**config.mk**
```make
export PLATFORM = sky130hd
export DESIGN_NAME = rtc_core
export DESIGN_NICKNAME = d
export VERILOG_FILES = /design/src/rtl/rtc_pkg.sv /design/src/rtl/rtc_prescale.sv /design/src/rtl/rtc_timekeep.sv /design/src/rtl/rtc_stopwatch.sv /design/src/rtl/rtc_core.sv
export SDC_FILE = /design/constraint.sdc
export NUM_CORES = 1
export LEC_CHECK = 0
export ABC_AREA = 1
export ABC_CLOCK_PERIOD_IN_PS = 2500
export BUFFER_PORTS_ARGS = -buffer_cell sky130_fd_sc_hd__clkbuf_2
export CAP_MARGIN = 0
export CELL_PAD_IN_SITES_DETAIL_PLACEMENT = 0
export CELL_PAD_IN_SITES_GLOBAL_PLACEMENT = 2
export CORE_ASPECT_RATIO = 1.4
export CORE_MARGIN = 1.5
export CORE_UTILIZATION = 32
export DETAILED_ROUTE_END_ITERATION = 7
export PLACE_DENSITY_LB_ADDON = 0.1
export SLEW_MARGIN = 20
export SYNTH_ARGS = -nofsm -noshare
export SYNTH_HDL_FRONTEND = slang
export SYNTH_SLANG_ARGS = --single-unit
```
**constraint.sdc**
```tcl
create_clock -name clk -period 2.5 [get_ports clk]
set_input_delay 0.125 -clock clk [delete_from_list [all_inputs] [get_ports clk]]
set_output_delay 0.125 -clock clk [all_outputs]
set_load 0.03 [all_outputs]
```
**src/rtl/rtc_pkg.sv**
```systemverilog
package rtc_pkg;
    typedef struct packed {
        logic [14:0] day;
        logic [4:0]  hour;
        logic [5:0]  min;
        logic [5:0]  sec;
    } rtc_time_t;

    localparam int unsigned NUM_EVT = 7;

    localparam logic [2:0] A_TIME  = 3'd0;
    localparam logic [2:0] A_ALARM = 3'd1;
    localparam logic [2:0] A_SWCH  = 3'd2;
    localparam logic [2:0] A_CTRL  = 3'd3;
    localparam logic [2:0] A_IEN   = 3'd4;
    localparam logic [2:0] A_STAT  = 3'd5;

    localparam int unsigned E_SEC  = 0;
    localparam int unsigned E_MIN  = 1;
    localparam int unsigned E_HOUR = 2;
    localparam int unsigned E_DAY  = 3;
    localparam int unsigned E_SW   = 4;
    localparam int unsigned E_ALA  = 5;
    localparam int unsigned E_ALB  = 6;
endpackage

```
**src/rtl/rtc_prescale.sv**
```systemverilog
module rtc_prescale #(
    parameter int unsigned DIV = 32768
) (
    input  logic clk,
    input  logic rst_n,
    input  logic tick_en,
    input  logic div_on,
    output logic sec_tick
);
    localparam int unsigned CW = (DIV > 1) ? $clog2(DIV) : 1;
    localparam logic [CW-1:0] LAST = CW'(DIV - 1);

    typedef struct packed {
        logic [CW-1:0] cnt;
    } pre_st_t;

    pre_st_t s_d, s_q;

    always_comb begin
        s_d = s_q;
        sec_tick = 1'b0;
        if (!div_on) begin
            s_d.cnt  = '0;
            sec_tick = tick_en;
        end else if (tick_en) begin
            if (s_q.cnt == LAST) begin
                s_d.cnt  = '0;
                sec_tick = 1'b1;
            end else begin
                s_d.cnt = s_q.cnt + 1'b1;
            end
        end
    end

    always_ff @(posedge clk) begin
        if (!rst_n) s_q <= '0;
        else        s_q <= s_d;
    end
endmodule

```
**src/rtl/rtc_timekeep.sv**
```systemverilog
module rtc_timekeep
    import rtc_pkg::*;
(
    input  logic      clk,
    input  logic      rst_n,
    input  logic      sec_tick,
    input  logic      load,
    input  rtc_time_t load_val,
    output rtc_time_t tm,
    output rtc_time_t tm_adv,
    output logic [3:0] roll
);
    rtc_time_t t_d, t_q;

    always_comb begin
        tm_adv = t_q;
        roll   = 4'b0;
        roll[0] = sec_tick;
        if (sec_tick) begin
            if (t_q.sec == 6'd59) begin
                tm_adv.sec = '0;
                roll[1] = 1'b1;
                if (t_q.min == 6'd59) begin
                    tm_adv.min = '0;
                    roll[2] = 1'b1;
                    if (t_q.hour == 5'd23) begin
                        tm_adv.hour = '0;
                        roll[3] = 1'b1;
                        tm_adv.day = t_q.day + 1'b1;
                    end else begin
                        tm_adv.hour = t_q.hour + 1'b1;
                    end
                end else begin
                    tm_adv.min = t_q.min + 1'b1;
                end
            end else begin
                tm_adv.sec = t_q.sec + 1'b1;
            end
        end
        t_d = load ? load_val : tm_adv;
        tm  = t_q;
    end

    always_ff @(posedge clk) begin
        if (!rst_n) t_q <= '0;
        else        t_q <= t_d;
    end
endmodule

```
**src/rtl/rtc_stopwatch.sv**
```systemverilog
module rtc_stopwatch #(
    parameter int unsigned W = 16
) (
    input  logic         clk,
    input  logic         rst_n,
    input  logic         load,
    input  logic [W-1:0] load_val,
    input  logic         run,
    input  logic         sec_tick,
    output logic [W-1:0] count,
    output logic         expire
);
    typedef struct packed {
        logic [W-1:0] cnt;
    } sw_st_t;

    sw_st_t s_d, s_q;

    always_comb begin
        s_d    = s_q;
        expire = 1'b0;
        if (load) begin
            s_d.cnt = load_val;
        end else if (run && sec_tick && s_q.cnt != '0) begin
            s_d.cnt = s_q.cnt - 1'b1;
            expire  = (s_q.cnt == W'(1));
        end
        count = s_q.cnt;
    end

    always_ff @(posedge clk) begin
        if (!rst_n) s_q <= '0;
        else        s_q <= s_d;
    end
endmodule

```
**src/rtl/rtc_core.sv**
```systemverilog
module rtc_core
    import rtc_pkg::*;
#(
    parameter int unsigned PRESCALE = 32768,
    parameter int unsigned SW_W     = 16
) (
    input  logic        clk,
    input  logic        rst_n,
    input  logic        tick_en,
    input  logic        wr_en,
    input  logic [2:0]  addr,
    input  logic [31:0] wdata,
    output logic [31:0] rdata,
    output logic        irq,
    output logic        wake
);
    typedef struct packed {
        rtc_time_t          alarm;
        logic [1:0]         ctrl;
        logic [NUM_EVT-1:0] ien;
        logic [NUM_EVT-1:0] stat;
        logic               wake;
    } core_st_t;

    core_st_t r_d, r_q;

    logic               sec_tick;
    rtc_time_t          tm, tm_adv;
    logic [3:0]         roll;
    logic [SW_W-1:0]    sw_cnt;
    logic               sw_exp;
    logic               wr_time, wr_sw;
    logic [NUM_EVT-1:0] evt;

    assign wr_time = wr_en && (addr == A_TIME);
    assign wr_sw   = wr_en && (addr == A_SWCH);

    rtc_prescale #(.DIV(PRESCALE)) u_pre (
        .clk      (clk),
        .rst_n    (rst_n),
        .tick_en  (tick_en),
        .div_on   (r_q.ctrl[0]),
        .sec_tick (sec_tick)
    );

    rtc_timekeep u_tk (
        .clk      (clk),
        .rst_n    (rst_n),
        .sec_tick (sec_tick),
        .load     (wr_time),
        .load_val (rtc_time_t'(wdata)),
        .tm       (tm),
        .tm_adv   (tm_adv),
        .roll     (roll)
    );

    rtc_stopwatch #(.W(SW_W)) u_sw (
        .clk      (clk),
        .rst_n    (rst_n),
        .load     (wr_sw),
        .load_val (wdata[SW_W-1:0]),
        .run      (r_q.ctrl[1]),
        .sec_tick (sec_tick),
        .count    (sw_cnt),
        .expire   (sw_exp)
    );

    always_comb begin
        logic hms_hit;
        hms_hit = (tm_adv.hour == r_q.alarm.hour) && (tm_adv.min == r_q.alarm.min) &&
                  (tm_adv.sec == r_q.alarm.sec);
        evt = '0;
        evt[E_DAY:E_SEC] = wr_time ? 4'b0 : roll;
        evt[E_SW]  = sw_exp;
        evt[E_ALA] = sec_tick && !wr_time && hms_hit;
        evt[E_ALB] = sec_tick && !wr_time && hms_hit && (tm_adv.day == r_q.alarm.day);

        r_d = r_q;
        if (wr_en) begin
            case (addr)
                A_ALARM: r_d.alarm = rtc_time_t'(wdata);
                A_CTRL:  r_d.ctrl  = wdata[1:0];
                A_IEN:   r_d.ien   = wdata[NUM_EVT-1:0];
                A_STAT:  r_d.stat  = r_q.stat & ~wdata[NUM_EVT-1:0];
                default: ;
            endcase
        end
        r_d.stat = r_d.stat | evt;
        r_d.wake = |(evt & r_d.ien);
    end

    always_ff @(posedge clk) begin
        if (!rst_n) begin
            r_q      <= '0;
            r_q.ctrl <= 2'b01;
        end else begin
            r_q <= r_d;
        end
    end

    always_comb begin
        case (addr)
            A_TIME:  rdata = tm;
            A_ALARM: rdata = r_q.alarm;
            A_SWCH:  rdata = 32'(sw_cnt);
            A_CTRL:  rdata = 32'(r_q.ctrl);
            A_IEN:   rdata = 32'(r_q.ien);
            A_STAT:  rdata = 32'(r_q.stat);
            default: rdata = '0;
        endcase
    end

    assign irq  = |(r_q.stat & r_q.ien);
    assign wake = r_q.wake;
endmodule

```
==> results of run 1 <==
cell families after synthesis:
| group | count (synthesis) |
|---|---|
| buffers and inverters | 182 |
| AND/OR/NAND/NOR | 497 |
| flip-flops | 112 |
| adder cells (fa/ha/maj) | 7 |
| multiplexers | 1 |
| AO/OA/AOI/OAI | 248 |
| XOR/XNOR | 23 |
per-stage QoR:
stage                     cell area [um2]  power [mW]
after floorplan                      6870        2.27
after global placement               7830        2.51
after detailed placement             7830        2.50
after CTS                            8160        4.16
after global routing                 8510        4.35
final                                8510        4.15
flip-flops by register name, summed over array words and instances, names as in the netlist:
name	flops
r_q	48
u_pre.s_q	15
u_sw.count	16
u_tk.tm	32
wake	1
area by class of cell:
class                           count  area, um2  area share (%)
Timing Repair Buffer              144       1020            12.0
Clock inverter                      6       82.6           0.971
Clock buffer                       10        239            2.81
Tap cell                          260        325            3.82
Sequential cell                   112       2250            26.5
Multi-Input combinational cell    776       4060            47.7
Inverter                          141        529            6.22
worst max path at each step:
stage,endpoint,slack [ns],cells past startpoint
after floorplan,r_q[7]$_SDFF_PN0_,0.45,17
after global placement,wake$_SDFF_PN0_,0.01,16
after detailed placement,r_q[7]$_SDFF_PN0_,-0.07,17
after CTS,wake$_SDFF_PN0_,0.01,16
after global routing,r_q[7]$_SDFF_PN0_,-0.08,19
final,r_q[7]$_SDFF_PN0_,0.06,18
power groups by stage:
stage | clock network, mW | registers (mW) | logic (mW)
after global routing | 1.77 | 1.89 | 0.689
after floorplan | 0 | 1.91 | 0.361
after detailed placement | 0 | 1.92 | 0.581
after CTS | 1.70 | 1.88 | 0.584
final | 1.65 | 1.88 | 0.614
after global placement | 0 | 1.92 | 0.589
worst max-delay path, delay by kind of cell (launching register included):
kind	cells	cell delay [ns]
AO/OA/AOI/OAI	2	0.32
adder cells (fa/ha/maj)	1	0.15
AND/OR/NAND/NOR	12	1.13
flip-flops	1	0.37
buffers and inverters	3	0.39
placed cells by master, fill, tap and decap left out, drive strengths merged, types with 3 or more instances in the layout:
master	netlist	routed
buf	9	70
nand4	15	15
o21ai	93	93
clkinv	3	6
xnor2	5	5
nor2	106	106
xor2	17	17
a221oi	5	5
nor4	3	3
a22o	3	3
o22ai	20	20
a21oi	76	76
ha	7	7
a31oi	10	10
o21bai	4	4
o31ai	6	6
o221ai	14	14
nor3	10	10
o211ai	10	10
inv	138	138
nand3	75	75
dfxtp	112	112
nor3b	3	3
clkbuf	32	84
nand2	285	285
timing repair:
action	4_1_cts	5_1_grt
hold buffers	0	0
gates resized for setup	2	51
setup buffers	0	13
gates cloned	0	3
setup endpoints to repair	2	3
pin swaps	0	19
layer usage:
metal | GRT usage [%] | vias to the layer above | routed length (um)
met5 | 0 | - | 0
met1 | 26.8 | 3332 | 10800
met4 | 8.85 | 0 | 698
met3 | 2.97 | 42 | 782
met2 | 40.6 | 154 | 12900
li1 | - | 3766 | -
==> results.toml, run 1 <==
[synthesis]
yosysSeqAreaShare_pct = 32.6
synth_area_um2 = 6870
syn_area_per_cell_um2 = 6.42
yosys.cell_count.top_type = "nand2_1"
synth-main-ff-cell = "dfxtp_1"
synth-warning-count = 0
synth_fp_nets = 1116
ys_top_cells_by_count = "nand2_1 (280), inv_1 (135), dfxtp_1 (112)"
async_flop_share_pct = 0
synth_area_leader_cell = "dfxtp_1"
synth-seq-cells = 112
ys_top_cells_by_area = "dfxtp_1 (33%), nand2_1 (15%), inv_1 (7.4%), o21ai_0 (6.3%), a21oi_1 (5.5%)"
synth_top_area_share_pct = 32.6
ys_types = 46
synthSimpleGateAreaFrac_pct = 31.1
syn_inst = 1070
yosys.area_share.adder_pct = 1.27
synth_top_family_by_area = "simple AND/OR/NAND/NOR gates"
yosys-mux-area-fraction_pct = 0.164
synth_edf_count = 0
synth-compound-area-share_pct = 21.1
synth-xor-area-share_pct = 3.15

[sta]
rsz0062_at_grt = "yes"
fin_worst_skew_ns = 0.0124
timing.setup.tns_ns = 0
fmax_ghz = 0.410
maxSlewViolCount = 0
min_period_ns = 2.44
worst_slack_ns = 0.0631
worst_slew_pin_slew_ns = 0.973
hold_viol_final = 0
slew_headroom_pct = 35.0
setup_viol = 0
holdWs_ns = 0.0175
period_share_pct = 97.5

[critical_path]
cpMostUsedCell = "nand2_1"
criticalPathCategory = "register to register"
crit_path_max_fanout = 8
cp-end-kind = "register"
r2r_setup_slack_ns = 0.06
worstReg2RegEnd = "r_q[7]$_SDFF_PN0_"
crit_path_start_kind = "register"
required_ns = 2.80
crit_path_cell_trace = "ha_4, nand2_4, nor2_4, nand2_4, o21ai_4, buf_4, buf_12, clkbuf_16, nand3_1, nand3_1, nand2_1, nor2_1, nand2_1, nor2_2, nand2_1, nor2_2, nand2_1, a21oi_2"
ff2ff_path_depth = 18
cpPeakStageDelay_ns = 0.37
timing.rr.start = "u_pre.s_q[1]$_SDFFE_PN0P_"
startpoint = "u_pre.s_q[1]$_SDFFE_PN0P_"
critPathSlowestCell = "dfxtp_4"
arrival_ns = 2.74

[clocking]
cts_root_buf = "clkbuf_16"
cts_tree = "built"
htreeDepth = 3
cts_buffers = 9
insertion_delay_ns = 0.37
clkTransAtPathRegs_ns = 0.08
cts.path.max_buffers = 2
cts_sinks = 112

[route]
wire_per_inst_um = 17.4
initialDrtViolationCount = 417
wl_mm = 25.2
antenna_left = 0
drtPass1Iterations = 6
viasPerCell = 5.03
drc = 0
dr_total_vias = 7294

[pwr]
peakVddDrop_mv = 0.339
combPwrFrac_pct = 14.8
p_clk_share_pct = 39.8
powerDensity_nw_per_um2 = 487
switching_share_pct = 28.7
pwr-share-seq_pct = 45.4
leakage_nw = 3.65
internal_power_mw = 2.95
p_switching_mw = 1.19

[status]
outcome = "completed"

[grt]
grt_pass1_wl_mm = 38.7
grt_pass1_vias = 7175
antenna_found_initial = 0
grt_usage_pct = 22.5
grt-ovfl-total = 0
grt_max_degree = 66

[place]
dp_slack_ns = -0.0684
routabilityCongestion = 0.844
portBuffers = 72
post-dp-hpwl_mm = 18.8
dp.cells = 1417

[min_path]
hold_end = "r_q[43]$_SDFFE_PN0P_"
holdPathStages = 3
hp-class = "primary input to register"
hold_start = "wdata[26]"

[finish]
fin_cells = 1449
nNetsFinal = 1230
antenna_cells = 0
final_util_pct = 40.3
syn2layout_area_growth_pct = 23.8
n_fill_cell = 2345
drive_above_1_share_pct = 19.2

[floorplanning]
fp-row-count = 63
die_y_um = 176
core_area_um2 = 21100
die_area_um2 = 22400
start_util_pct = 32.5
die-width_um = 127
pin_count = 73

[flow_run]
drv_cap = 0
No activity file was read; power rests on OpenSTA's default activity.
==> run 2, diff against run 1 <==
--- a/config.mk
+++ b/config.mk
@@ -13,10 +13,12 @@
 export CELL_PAD_IN_SITES_GLOBAL_PLACEMENT = 2
 export CORE_ASPECT_RATIO = 1.4
 export CORE_MARGIN = 1.5
-export CORE_UTILIZATION = 32
+export CORE_UTILIZATION = 33
+export CTS_BUF_LIST = sky130_fd_sc_hd__clkbuf_8
 export DETAILED_ROUTE_END_ITERATION = 7
 export PLACE_DENSITY_LB_ADDON = 0.1
 export SLEW_MARGIN = 20
 export SYNTH_ARGS = -nofsm -noshare
 export SYNTH_HDL_FRONTEND = slang
+export SYNTH_HIERARCHICAL = 1
 export SYNTH_SLANG_ARGS = --single-unit
==> run 2 against run 1 <==
Against the previous run: the flow now finishes with violations (negative setup slack); non-clock buffer count increased by 72; routed wire length increased by 8.6%; synthesized area increased by 7.6%; critical path depth increased by 5; final cell count increased by 16%; total power decreased by 10%; global-route usage increased by 1.6 points; count of clock-buffer cells in the layout increased by 1; clock power decreased by 33%; sequential cell count unchanged; worst setup slack got worse by 0.29 ns; critical endpoint is now wake$_SDFF_PN0_.
==> results.toml, run 2 <==
[sta]
period_share_pct = 109
setup_viol = 3
worst_slack_ns = -0.223
rsz0062_at_grt = "yes"
fmax_ghz = 0.367
worst_slew_pin_slew_ns = 0.624
slew_headroom_pct = 58.0
hold_viol_final = 0
min_period_ns = 2.72
timing.setup.tns_ns = -0.551
maxSlewViolCount = 0
fin_worst_skew_ns = 0.0143
holdWs_ns = 0.0245

[synthesis]
ys_types = 48
synth_top_area_share_pct = 30.3
synth_fp_nets = 1233
synth-seq-cells = 112
synth_edf_count = 0
syn_inst = 1187
yosys.cell_count.top_type = "nand2_1"
syn_area_per_cell_um2 = 6.23
ys_top_cells_by_area = "dfxtp_1 (30%), nand2_1 (17%), nor2_1 (9.1%), inv_1 (7.8%), o21ai_0 (5.3%)"
synth_area_leader_cell = "dfxtp_1"
synth-main-ff-cell = "dfxtp_1"
yosysSeqAreaShare_pct = 30.3
synth-warning-count = 6
async_flop_share_pct = 0
ys_top_cells_by_count = "nand2_1 (328), nor2_1 (179), inv_1 (153)"
synth_area_um2 = 7390

[route]
viasPerCell = 4.80
dr_total_vias = 8052
drc = 0
initialDrtViolationCount = 364
wire_per_inst_um = 16.3
wl_mm = 27.4
antenna_left = 0
drtPass1Iterations = 4

[floorplanning]
die_area_um2 = 23300
pin_count = 73
fp-row-count = 64
start_util_pct = 33.7
core_area_um2 = 21900
die-width_um = 130
die_y_um = 180

[clocking]
cts.path.max_buffers = 2
clkTransAtPathRegs_ns = 0.12
cts_sinks = 112
cts_tree = "built"
cts_root_buf = "clkbuf_8"
cts_buffers = 9
insertion_delay_ns = 0.41
htreeDepth = 3

[critical_path]
path_depth = 23
ff2ff_path_depth = 23
critPathSlowestCell = "dfxtp_2"
criticalPathCategory = "register to register"
cp-end-kind = "register"
arrival_ns = 3.07
crit_path_start_kind = "register"
cpPeakStageDelay_ns = 0.37
crit_path_max_fanout = 8
required_ns = 2.84
critPathTopFamily = "simple AND/OR/NAND/NOR gates"
crit_path_cell_trace = "ha_4, nand2_4, nor2_4, nand2_4, nor2_4, inv_2, o21ai_4, nand2_4, buf_12, nor2_8, nand2_2, nand2_1, inv_1, nand2_1, buf_4, nand2_1, nor2_1, nand2_1, nor2_1, nand3_1, nor2_1, nor2_1, a21oi_2"
crit_buf_inv = 4

[place]
portBuffers = 72
post-dp-hpwl_mm = 21.2
dp.cells = 1635
routabilityCongestion = 0.872

[pwr]
leakage_nw = 4.70
powerDensity_nw_per_um2 = 393
peakVddDrop_mv = 0.234

[finish]
syn2layout_area_growth_pct = 27.7
n_fill_cell = 2511
layout_commonest_cell = "nand2_1"
final_util_pct = 43.0
final_cell_mix = "nand2_1 (320), nor2_1 (171), inv_1 (148), buf_4 (120), dfxtp_1 (110)"
nNetsFinal = 1423
antenna_cells = 0
top_register = "r_q"
largest_register_ff_count = 48
drive_above_1_share_pct = 21.7
fin_cells = 1678

[grt]
grt_pass1_wl_mm = 42.7
grt_max_degree = 34
grt_usage_pct = 24.1
grt_pass1_vias = 7793
antenna_found_initial = 0
grt-ovfl-total = 0

[min_path]
holdPathStages = 3
hp-class = "primary input to register"

[status]
outcome = "finished with violations"
failed_checks = "negative setup slack"

[flow_run]
drv_cap = 0
-- run 2: layout make-up --
type                    count  area [um2]  share of cell area, %
clock buffers              11         151                   1.60
well taps                 297         372                   3.94
clock inverters             4        30.0                  0.318
multi-input cells         877        4490                   47.6
inverters                 161         606                   6.41
flip-flops and latches    112        2240                   23.8
repair buffers            216        1550                   16.4
-- run 2: path summary, 6_finish.rpt --
kind                                              to                       from  slack (ns)
worst max-delay path                 wake$_SDFF_PN0_  u_pre/s_q[1]$_SDFFE_PN0P_       -0.22
worst min-delay path            r_q[25]$_SDFFE_PN0P_                   wdata[8]        0.02
worst max register to register       wake$_SDFF_PN0_  u_pre/s_q[1]$_SDFFE_PN0P_       -0.22
worst min register to register     r_q[1]$_SDFF_PN0_          r_q[1]$_SDFF_PN0_        0.50
-- run 2: metrics by stage --
| step | instance area, um2 | worst slack [ns] | power (mW) |
|---|---|---|---|
| after floorplan | 7430 | 0.0104 | 2.34 |
| after global placement | 8890 | -0.279 | 2.61 |
| after CTS | 9340 | -0.242 | 3.77 |
| final | 9440 | -0.223 | 3.71 |
| after global routing | 9440 | -0.468 | 3.94 |
| after detailed placement | 8890 | -0.338 | 2.61 |
-- run 2: what timing repair did --
item	CTS	global route
hold buffers	15	0
pin swaps	20	26
setup endpoints to repair	3	3
setup buffers	8	6
resized for setup	19	19
endpoints found under the hold margin	18	0
-- run 2: routing by layer --
| layer | vias up | global-route usage, % | part of all wire [%] |
|---|---|---|---|
| li1 | 4164 | - | - |
| met1 | 3707 | 28.4 | 43 |
| met2 | 135 | 43.2 | 51 |
| met3 | 46 | 2.85 | 2.7 |
| met4 | 0 | 10.4 | 3.6 |
| met5 | - | 0 | 0 |
-- run 2: worst register-to-register path: stages, from the launching register on --
cell and delay [ns]:
dfxtp_2 0.37, ha_4 0.15, nand2_4 0.05, nor2_4 0.13
nand2_4 0.06, nor2_4 0.11, inv_2 0.05, o21ai_4 0.14
nand2_4 0.12, buf_12 0.16, nor2_8 0.13, nand2_2 0.07
nand2_1 0.11, inv_1 0.06, nand2_1 0.09, buf_4 0.12
nand2_1 0.05, nor2_1 0.08, nand2_1 0.05, nor2_1 0.11
nand3_1 0.12, nor2_1 0.13, nor2_1 0.07, a21oi_2 0.12
-- run 2: power by group --
| group | internal [mW] | switching (mW) |
|---|---|---|
| logic | 0.273 | 0.442 |
| clock network | 0.415 | 0.696 |
| registers | 1.84 | 0.0502 |
-- run 2: logic make-up after synthesis --
| family | count (synthesis) | share of synthesized area (%) |
|---|---|---|
| and+or+nand+nor | 648 | 38.6 |
| DFF | 112 | 30.3 |
| muxes | 1 | 0.135 |
| buffers and inverters | 198 | 10.9 |
| xor gates and xnor gates | 28 | 3.42 |
| AOI/OAI and AO/OA | 193 | 15.4 |
| adders and majority gates | 7 | 1.18 |
==> run 3, diff against run 2 <==
--- a/config.mk
+++ b/config.mk
@@ -6,7 +6,7 @@
 export NUM_CORES = 1
 export LEC_CHECK = 0
 export ABC_AREA = 1
-export ABC_CLOCK_PERIOD_IN_PS = 2500
+export ABC_CLOCK_PERIOD_IN_PS = 3000
 export BUFFER_PORTS_ARGS = -buffer_cell sky130_fd_sc_hd__clkbuf_2
 export CAP_MARGIN = 0
 export CELL_PAD_IN_SITES_DETAIL_PLACEMENT = 0
==> constraint.sdc (replaced) <==
create_clock -name clk -period 3 [get_ports clk]
set_input_delay 0.15 -clock clk [delete_from_list [all_inputs] [get_ports clk]]
set_output_delay 0.15 -clock clk [all_outputs]
set_load 0.03 [all_outputs]
==> run 3 against run 2 <==
Against the previous run: the run now ends clean; worst hold slack worse by 0.0087 ns; core utilization down 2.7 points; worst setup slack better by 0.39 ns; sequential share of layout area rose by 1.6 points; critical endpoint unchanged; highest routed layer unchanged.
==> results.toml, run 3 (synthesis results as in run 2) <==
[status]
outcome = "completed"

[clocking]
cts_root_buf = "clkbuf_8"
insertion_delay_ns = 0.41
cts.path.max_buffers = 2
htreeDepth = 3
cts_buffers = 9
cts_tree = "built"
cts_sinks = 112
clkTransAtPathRegs_ns = 0.11

[pwr]
p_clk_share_pct = 28.6
switching_share_pct = 32.1
internal_power_mw = 2.04
pwr-share-seq_pct = 52.5
powerDensity_nw_per_um2 = 339
peakVddDrop_mv = 0.182
combPwrFrac_pct = 18.9
leakage_nw = 4.30
p_switching_uw = 963

[critical_path]
required_ns = 3.34
criticalPathCategory = "register to register"
crit_path_start_kind = "register"
crit_path_cell_trace = "ha_4, nand2_4, nor2_4, nand2_4, nor2_4, inv_2, o21ai_1, buf_4, clkinvlp_4, nor3_4, buf_6, nand4_1, nand3_2, inv_2, nand2_2, nand2_1, nor2_1, nand2_1, nor2_1, nand2_1, nor2_2, nand3_1, a21oi_1"
critPathTopFamily = "simple AND/OR/NAND/NOR gates"
ff2ff_path_depth = 23
cp-end-kind = "register"
timing.rr.start = "u_pre/s_q[1]$_SDFFE_PN0P_"
arrival_ns = 3.17
cpMostUsedCell = "nand2_1"
crit_path_max_fanout = 8
r2r_setup_slack_ns = 0.17
crit_buf_inv = 5
critPathSlowestCell = "dfxtp_2"
cpPeakStageDelay_ns = 0.37
worstReg2RegEnd = "wake$_SDFF_PN0_"

[finish]
antenna_cells = 0
fin_area_um2 = 8850
final_cell_mix = "nand2_1 (313), nor2_1 (171), inv_1 (151), dfxtp_1 (109), o21ai_0 (74)"
seq_area_um2 = 2250
multi_input_area_um2 = 4520
largest_register_ff_count = 48
layout_commonest_cell = "nand2_1"
syn2layout_area_growth_pct = 19.7
fin_cells = 1602
n_fill_cell = 2518
final_util_pct = 40.4
top_register = "r_q"
nNetsFinal = 1348
drive_above_1_share_pct = 17.8

[place]
post-dp-hpwl_mm = 20.8
place_area_um2 = 8240
dp.cells = 1558
portBuffers = 72
routabilityCongestion = 0.889

[sta]
maxSlewViolCount = 0
rsz0062_at_grt = "yes"
timing.setup.tns_ns = 0
holdWs_ns = 0.0158
hold_viol_final = 0
slew_headroom_pct = 38.9
fin_worst_skew_ns = 0.0150
min_period_ns = 2.83
worst_slew_pin_slew_ns = 0.915
fmax_ghz = 0.353
period_share_pct = 94.4
setup_viol = 0

[floorplanning]
core_area_um2 = 21900
pin_count = 73
die-width_um = 130
fp-row-count = 64
start_util_pct = 33.7
die_y_um = 180
die_area_um2 = 23300

[grt]
grt_max_degree = 50
grt_pass1_vias = 7543
grt_usage_pct = 23.7
grt-ovfl-total = 0
grt_pass1_wl_mm = 41.9
antenna_found_initial = 0

[route]
antenna_left = 0
drc = 0
viasPerCell = 4.89
wl_mm = 27.2
wire_per_inst_um = 17.0
initialDrtViolationCount = 395
drtPass1Iterations = 5
dr_total_vias = 7826

[min_path]
hold_start = "wdata[25]"
hp-class = "primary input to register"
holdPathStages = 3
hold_end = "r_q[42]$_SDFFE_PN0P_"

[flow_run]
drv_cap = 0
==> run 3: worst max-delay path by stage <==
stage / depth (start not counted) / slack [ns] / startpoint / endpoint
final: 23 / 0.17 / u_pre/s_q[1]$_SDFFE_PN0P_ / wake$_SDFF_PN0_
after global routing: 25 / -0.06 / u_pre/s_q[1]$_SDFFE_PN0P_ / wake$_SDFF_PN0_
after CTS: 21 / 0.005 / u_pre/s_q[1]$_SDFFE_PN0P_ / wake$_SDFF_PN0_
after detailed placement: 21 / -0.07 / u_pre/s_q[1]$_SDFFE_PN0P_ / wake$_SDFF_PN0_
after global placement: 21 / -0.02 / u_pre/s_q[0]$_SDFFE_PN0P_ / wake$_SDFF_PN0_
after floorplan: 23 / 0.06 / u_pre/s_q[0]$_SDFFE_PN0P_ / wake$_SDFF_PN0_
==> run 3: per-stage QoR <==
step / setup slack (ns) / total power [mW]
after detailed placement: -0.0700 / 2.14
after global routing: -0.0553 / 3.16
final: 0.169 / 3.01
after CTS: 0.00480 / 3.03
after floorplan: 0.0625 / 1.94
after global placement: -0.0220 / 2.15
==> run 3: routing by layer <==
layer | part of all wire [%] | GRT usage (%) | vias to the layer above | routed length (um)
li1 | - | - | 4010 | -
met1 | 42 | 27.9 | 3610 | 11500
met2 | 51 | 42.9 | 167 | 14000
met3 | 3.0 | 1.99 | 39 | 827
met4 | 3.4 | 10.7 | 0 | 939
met5 | 0 | 0 | - | 0
==> run 3: worst reg2reg max path, cell delays in order, from the launching register on <==
cell        delay (ns)
dfxtp_2           0.37
ha_4              0.15
nand2_4           0.05
nor2_4            0.13
nand2_4           0.08
nor2_4            0.15
inv_2             0.04
o21ai_1           0.07
buf_4             0.21
clkinvlp_4        0.16
nor3_4            0.14
buf_6             0.15
nand4_1           0.10
nand3_2           0.11
inv_2             0.04
nand2_2           0.06
nand2_1           0.05
nor2_1            0.10
nand2_1           0.06
nor2_1            0.09
nand2_1           0.08
nor2_2            0.15
nand3_1           0.09
a21oi_1           0.13
==> run 3: area by class of cell <==
class	instances	area share, %
multi-input cells	877	51.1
flip-flops and latches	112	25.4
repair buffers	141	10.7
inverters	161	6.88
well taps	297	4.20
clock buffers	10	1.55
clock inverters	4	0.184
==> run 3: repair_timing <==
item | 4_1_cts | 5_1_grt
hold endpoints to repair | 14 | 0
setup endpoints to repair | 2 | 3
setup buffers | 1 | 15
gates resized for setup | 3 | 57
cloned | 0 | 0
hold buffers | 14 | 0
pin swaps | 1 | 38
==> run 3: power groups by stage <==
stage / Clock, mW / Sequential, mW / Combinational [mW]
3_5_place_dp: 0 / 1.61 / 0.535
2_1_floorplan: 0 / 1.60 / 0.348
4_1_cts: 0.901 / 1.58 / 0.551
3_3_place_gp: 0 / 1.61 / 0.536
6_report: 0.859 / 1.58 / 0.568
5_1_grt: 0.941 / 1.59 / 0.632
